<file path="src/rtl/smii_rx_pkg.sv">
package smii_rx_pkg;
  localparam int DATA_W = 8;
  localparam int SEG_W  = DATA_W + 2;

  typedef struct packed {
    logic load;    // capture a fresh segment
    logic resend;  // restart the held segment
    logic shift;   // advance to the next bit
    logic active;  // a segment is on the line
  } segStrobe_t;
endpackage

</file>
<file path="src/rtl/smii_rx_ctrl.sv">
module smii_rx_ctrl
  import smii_rx_pkg::*;
#(
  parameter int REPEAT = 10
) (
  input  logic       clk,
  input  logic       rstN,
  input  logic       syncIn,
  input  logic       speed100,
  output segStrobe_t strobe
);
  localparam int CW = $clog2(SEG_W);
  localparam int RW = (REPEAT > 1) ? $clog2(REPEAT) : 1;

  logic [CW-1:0] bitCnt;
  logic [RW-1:0] repCnt;
  logic          primed;
  logic          active;
  logic          lastBit;
  logic          doLoad;

  assign lastBit = (bitCnt == CW'(SEG_W - 1));
  assign doLoad  = syncIn && (speed100 || !primed || (repCnt == RW'(REPEAT - 1)));

  always_comb begin
    strobe.load   = doLoad;
    strobe.resend = syncIn && !doLoad;
    strobe.shift  = !syncIn && active && !lastBit;
    strobe.active = active;
  end

  always_ff @(posedge clk) begin
    if (!rstN) begin
      bitCnt <= '0;
      repCnt <= '0;
      primed <= 1'b0;
      active <= 1'b0;
    end else if (syncIn) begin
      active <= 1'b1;
      bitCnt <= '0;
      primed <= 1'b1;
      repCnt <= doLoad ? '0 : repCnt + RW'(1);
    end else if (active) begin
      if (lastBit) active <= 1'b0;
      else         bitCnt <= bitCnt + CW'(1);
    end
  end

  AST_CNT_RANGE: assert property (@(posedge clk) disable iff (!rstN)
    bitCnt < CW'(SEG_W));
  AST_SYNC_RESTART: assert property (@(posedge clk) disable iff (!rstN)
    syncIn |=> (active && bitCnt == '0));
  AST_SEG_END_IDLE: assert property (@(posedge clk) disable iff (!rstN)
    (active && !syncIn && lastBit) |=> !active);
  AST_QUIET_UNTIL_SYNC: assert property (@(posedge clk) disable iff (!rstN)
    !primed |-> !active);
  AST_SLOW_HOLDS: assert property (@(posedge clk) disable iff (!rstN)
    (syncIn && primed && !speed100 && repCnt != RW'(REPEAT - 1)) |-> !strobe.load);
endmodule

</file>
<file path="src/rtl/smii_rx_status.sv">
module smii_rx_status
  import smii_rx_pkg::*;
(
  input  logic              clk,
  input  logic              rstN,
  input  logic              load,
  input  logic              rxValid,
  input  logic              rxErr,
  input  logic              speed100,
  input  logic              fullDuplex,
  input  logic              linkUp,
  input  logic              jabber,
  input  logic              nibbleOk,
  input  logic              falseCarrier,
  output logic [DATA_W-1:0] statusWord
);
  logic errAcc;
  logic prevErr;
  logic lastValid;
  logic frameEnd;
  logic errFlag;

  assign frameEnd = lastValid && !rxValid;
  assign errFlag  = frameEnd ? errAcc : prevErr;

  always_comb begin
    statusWord    = '0;
    statusWord[0] = errFlag;
    statusWord[1] = speed100;
    statusWord[2] = fullDuplex;
    statusWord[3] = linkUp;
    statusWord[4] = jabber;
    statusWord[5] = nibbleOk;
    statusWord[6] = falseCarrier;
    statusWord[7] = 1'b1;
  end

  always_ff @(posedge clk) begin
    if (!rstN) begin
      errAcc    <= 1'b0;
      prevErr   <= 1'b0;
      lastValid <= 1'b0;
    end else if (load) begin
      lastValid <= rxValid;
      if (rxValid) begin
        errAcc <= (lastValid ? errAcc : 1'b0) | rxErr;
      end else if (frameEnd) begin
        prevErr <= errAcc;
        errAcc  <= 1'b0;
      end
    end
  end

  AST_ERR_FLAG_STEADY: assert property (@(posedge clk) disable iff (!rstN)
    (load && !rxValid && !lastValid) |=> $stable(prevErr));
endmodule

</file>
<file path="src/rtl/smii_rx_datapath.sv">
module smii_rx_datapath
  import smii_rx_pkg::*;
(
  input  logic              clk,
  input  logic              rstN,
  input  segStrobe_t        strobe,
  input  logic              rxCarrier,
  input  logic              rxValid,
  input  logic [DATA_W-1:0] rxByte,
  input  logic [DATA_W-1:0] statusWord,
  output logic              rxdOut
);
  logic [SEG_W-1:0] shiftReg;
  logic [SEG_W-1:0] heldSeg;
  logic [SEG_W-1:0] newSeg;

  assign newSeg = {(rxValid ? rxByte : statusWord), rxValid, rxCarrier};
  assign rxdOut = strobe.active & shiftReg[0];

  always_ff @(posedge clk) begin
    if (!rstN) begin
      shiftReg <= '0;
      heldSeg  <= '0;
    end else if (strobe.load) begin
      shiftReg <= newSeg;
      heldSeg  <= newSeg;
    end else if (strobe.resend) begin
      shiftReg <= heldSeg;
    end else if (strobe.shift) begin
      shiftReg <= shiftReg >> 1;
    end
  end

  AST_DATA_PLACED: assert property (@(posedge clk) disable iff (!rstN)
    (strobe.load && rxValid) |=> shiftReg[SEG_W-1:2] == $past(rxByte));
  AST_STATUS_TOP_SET: assert property (@(posedge clk) disable iff (!rstN)
    (strobe.load && !rxValid) |=> shiftReg[SEG_W-1]);
  AST_RESEND_COPY: assert property (@(posedge clk) disable iff (!rstN)
    strobe.resend |=> shiftReg == $past(heldSeg));
endmodule

</file>
<file path="src/rtl/smii_rx_encoder.sv">
module smii_rx_encoder
  import smii_rx_pkg::*;
#(
  parameter int REPEAT = 10
) (
  input  logic       clk,
  input  logic       rstN,
  input  logic       syncIn,
  input  logic [7:0] rxByte,
  input  logic       rxValid,
  input  logic       rxCarrier,
  input  logic       rxErr,
  input  logic       speed100,
  input  logic       fullDuplex,
  input  logic       linkUp,
  input  logic       jabber,
  input  logic       nibbleOk,
  input  logic       falseCarrier,
  output logic       rxdOut
);
  segStrobe_t        strobe;
  logic [DATA_W-1:0] statusWord;

  smii_rx_ctrl #(.REPEAT(REPEAT)) uCtrl (
    .clk      (clk),
    .rstN     (rstN),
    .syncIn   (syncIn),
    .speed100 (speed100),
    .strobe   (strobe)
  );

  smii_rx_status uStatus (
    .clk          (clk),
    .rstN         (rstN),
    .load         (strobe.load),
    .rxValid      (rxValid),
    .rxErr        (rxErr),
    .speed100     (speed100),
    .fullDuplex   (fullDuplex),
    .linkUp       (linkUp),
    .jabber       (jabber),
    .nibbleOk     (nibbleOk),
    .falseCarrier (falseCarrier),
    .statusWord   (statusWord)
  );

  smii_rx_datapath uData (
    .clk        (clk),
    .rstN       (rstN),
    .strobe     (strobe),
    .rxCarrier  (rxCarrier),
    .rxValid    (rxValid),
    .rxByte     (rxByte),
    .statusWord (statusWord),
    .rxdOut     (rxdOut)
  );
endmodule

</file>
<file path="config.mk">
export PLATFORM = sky130hd
export DESIGN_NAME = smii_rx_encoder
export DESIGN_NICKNAME = d
export VERILOG_FILES = /design/src/rtl/smii_rx_pkg.sv /design/src/rtl/smii_rx_ctrl.sv /design/src/rtl/smii_rx_status.sv /design/src/rtl/smii_rx_datapath.sv /design/src/rtl/smii_rx_encoder.sv
export SDC_FILE = /design/constraint.sdc
export NUM_CORES = 1
export LEC_CHECK = 0
export BUFFER_PORTS_ARGS = -buffer_cell sky130_fd_sc_hd__buf_2
export CORE_UTILIZATION = 59
export CTS_CLUSTER_SIZE = 10
export DETAILED_ROUTE_END_ITERATION = 12
export GPL_TIMING_DRIVEN = 0
export PLACE_DENSITY = 0.82
export SLEW_MARGIN = 20
export SYNTH_ARGS = -nofsm -noshare
export SYNTH_HDL_FRONTEND = slang
export SYNTH_SLANG_ARGS = --single-unit
</file>
<file path="constraint.sdc">
create_clock -name clk -period 3.85 [get_ports clk]
set_clock_uncertainty 0.2 [all_clocks]
set_input_delay 0.1925 -clock clk [delete_from_list [all_inputs] [get_ports clk]]
set_output_delay 0.1925 -clock clk [all_outputs]
set_load 0.01 [all_outputs]
</file>
==> qor.csv <==
metric;value;unit
outcome;completed;
Row Count;17;
HPWL Detailed;2230;um
post-DR wirelength/cell;14.5;um
syn_nets;189;
die width;52;um
I/O pins;21;
drt first pass iters;4;
largest family of logic cells by synthesized area;compound AO/OA/AOI/OAI gates;
Clock Path Buffers;2;
Synth cell types;35;
Seq/Total Area, Yosys;43.4;%
vias;1303;
post-CTS setup buffers;0;
WS Path Type;reg -> reg;
die footprint;2700;um2
GRT Util Overall;27.8;%
crit-path max FO;9;
RR Startpoint;uCtrl.repCnt[1];
post-synthesis simple-gate area fraction;15.0;%
Root Driver;clkbuf_4;
Fin Setup TNS;0;ps
Crit path buffers/inverters;2;
VDD IR-drop max;0.334;mV
HP Class;in -> reg;
vias in the first global route;1284;
dominant cells by area after synthesis;dfxtp_1 (43%), nand2_1 (7.1%), o21ai_0 (5.1%);
final setup vio count;0;
XOR/XNOR share of the synthesized area;2.97;%
CP startpoint kind;register;
Slew Limit Headroom;70.9;%
Cell Area, Synth;1480;um2
final non-filler cell total;223;
hold path start;rstN;
Core ar.;2280;um2
Routed Antenna Nets;0;
first-pass GRT wire length;5460;um
Max Cap Viol;0;
synth-to-layout area growth;16.0;%
Worst-path clk slew;90;ps
P_leak;0.000679;uW
initial antenna violation count;0;
worst-path cell chain;inv_1, ha_1, and3b_1, o21a_1, buf_4, a222oi_1, a21oi_1;
R2R setup slack;1920;ps
Placed Cells incl. Taps;212;
worst reg2reg path depth;7;
Initial Util;64.8;%
CP endpoint kind;register;
RR Endpoint;uData.shiftReg[8];
end of the worst hold path;uCtrl.primed;
TritonCTS buffer count;5;
nets;218;
drt via density;5.84;
post-route clock period utilization;50.1;%
Pwr Density;409;nW/um2
Worst-Skew Late Latency;340;ps
Slew @ Worst Pin;437;ps
Routed WL;3230;um
CP delay by family, top;compound AO/OA/AOI/OAI gates;
post-synth top area cell;dfxtp_1;
Pins Over Slew Limit;0;
die extent in y;52;um
Final Hold Viols;0;
CTS tree;done;
PortBufs;19;
Cells on Worst Hold Path;2;
pin count of the biggest net entering global routing;11;
WHS;55.5;ps
worst endpoint data arrival time;1940;ps
layout cell share with drive strength beyond 1;21.5;%
adder-cell share of the synthesized area;3.39;%
drt drc;0;
Synth top area share;43.4;%
critical path required time;3860;ps
Mean Syn Cell Area;8.94;um2
Initial DRC Count;44;
RePlAce Congestion;0.803;
FMAX;518;MHz
CP max stage cell;dfxtp_1;
global route overflow;0;
filler instances;169;
RSZ-0062 raised after global routing;no;
ANT cells;0;
mux cell area share after synthesis;6.62;%
Post-Syn Instances;165;
CTS sink cnt;32;
FF+latch count, synth;32;
CTS H-tree lvls;2;
Synth warnings;0;
Final min period;1930;ps
CP peak stage delay;380;ps
compound-cell area share of the yosys netlist;23.6;%
==> Yosys cell counts, drive strengths merged <==
master	count
a21boi	10
a21o	1
a21oi	8
a222oi	6
a22oi	2
a311oi	1
a31oi	3
and2	2
and3b	1
buf	7
clkbuf	3
dfxtp	32
ha	4
inv	5
mux2	6
mux2i	3
nand2	28
nand2b	3
nand3	1
nand3b	1
nand4	2
nor2	6
nor2b	2
nor3	1
nor4	1
o211ai	1
o21a	3
o21ai	16
o31a	1
xor2	5
==> layout by cell type (no fill, tap or decap), types with 4 or more instances in the layout <==
master,netlist,routed
buf_2,5,24
dfxtp_1,32,32
nor2_1,6,6
xor2_1,5,5
a21boi_0,9,9
a222oi_1,6,6
nand2_1,28,28
o21ai_0,15,15
a21oi_1,8,8
clkbuf_1,3,4
mux2_2,6,6
ha_1,4,4
inv_1,4,4
clkbuf_4,0,5
==> stage by stage <==
stage	power (uW)	setup slack [ps]	instance area, um2	utilization [%]
after floorplan	424	2120	1480	-
after global placement	448	2010	1610	70.5
after detailed placement	452	1940	1610	70.5
after CTS	700	1930	1710	75.2
after global routing	728	1830	1710	75.2
final	701	1920	1710	75.2
==> report_power, final <==
group	internal, uW	switching, uW
combinational	40.4	46.6
clock	136	115
sequential	350	12.3
total	526	174
==> worst max-delay path by stage <==
stage / startpoint / endpoint / slack (ps) / cells past startpoint
CTS: uCtrl.repCnt[1] / uData.shiftReg[4] / 1930 / 7
finish: uCtrl.repCnt[1] / uData.shiftReg[8] / 1920 / 7
global placement: uCtrl.repCnt[1] / uData.shiftReg[4] / 2010 / 7
detailed placement: uCtrl.repCnt[1] / uData.shiftReg[4] / 1940 / 7
global route: uCtrl.repCnt[1] / uData.shiftReg[4] / 1830 / 7
floorplan: uCtrl.repCnt[1] / uData.shiftReg[3] / 2120 / 7
==> worst reg2reg max path: stages (launching register included) <==
cell,delay (ps)
dfxtp_1,380
inv_1,60
ha_1,170
and3b_1,220
o21a_1,180
buf_4,170
a222oi_1,320
a21oi_1,120
==> area by class of cell <==
class / instances / area, um2 / area share (%)
well taps: 28 / 35.0 / 2.05
clock inverters: 2 / 35.0 / 2.05
clock buffers: 6 / 41.3 / 2.41
flip-flops and latches: 32 / 641 / 37.4
plain buffers: 10 / 55.1 / 3.22
multi-input cells: 118 / 761 / 44.4
inverters: 5 / 18.8 / 1.10
repair buffers: 22 / 125 / 7.31
==> sequential cells by signal, indices dropped and copies added (netlist names) <==
register	cells
uData.shiftReg	10
uCtrl.primed	1
uStatus.errAcc	1
uCtrl.repCnt	4
uCtrl.active	1
uData.heldSeg	10
uStatus.prevErr	1
uCtrl.bitCnt	4
==> kinds of logic after synthesis <==
family,after synthesis
AOI/OAI and AO/OA,52
xor gates and xnor gates,5
adders and majority gates,4
buffers and inverters,15
DFF,32
muxes,9
and+or+nand+nor,48
==> what timing repair did <==
action,4_1_cts,5_1_grt
endpoints found under the hold margin,4,0
hold buffers,3,0
setup endpoints to repair,0,0
resized for setup,0,0
==> routing by layer <==
metal,GRT usage (%),part of all wire (%),wire length (um)
met1,32.7,42,1360
met2,48.9,50,1630
met3,7.89,6.6,214
met4,7.21,0.84,27
met5,0,0,0
No activity file was read; power rests on OpenSTA's default activity.
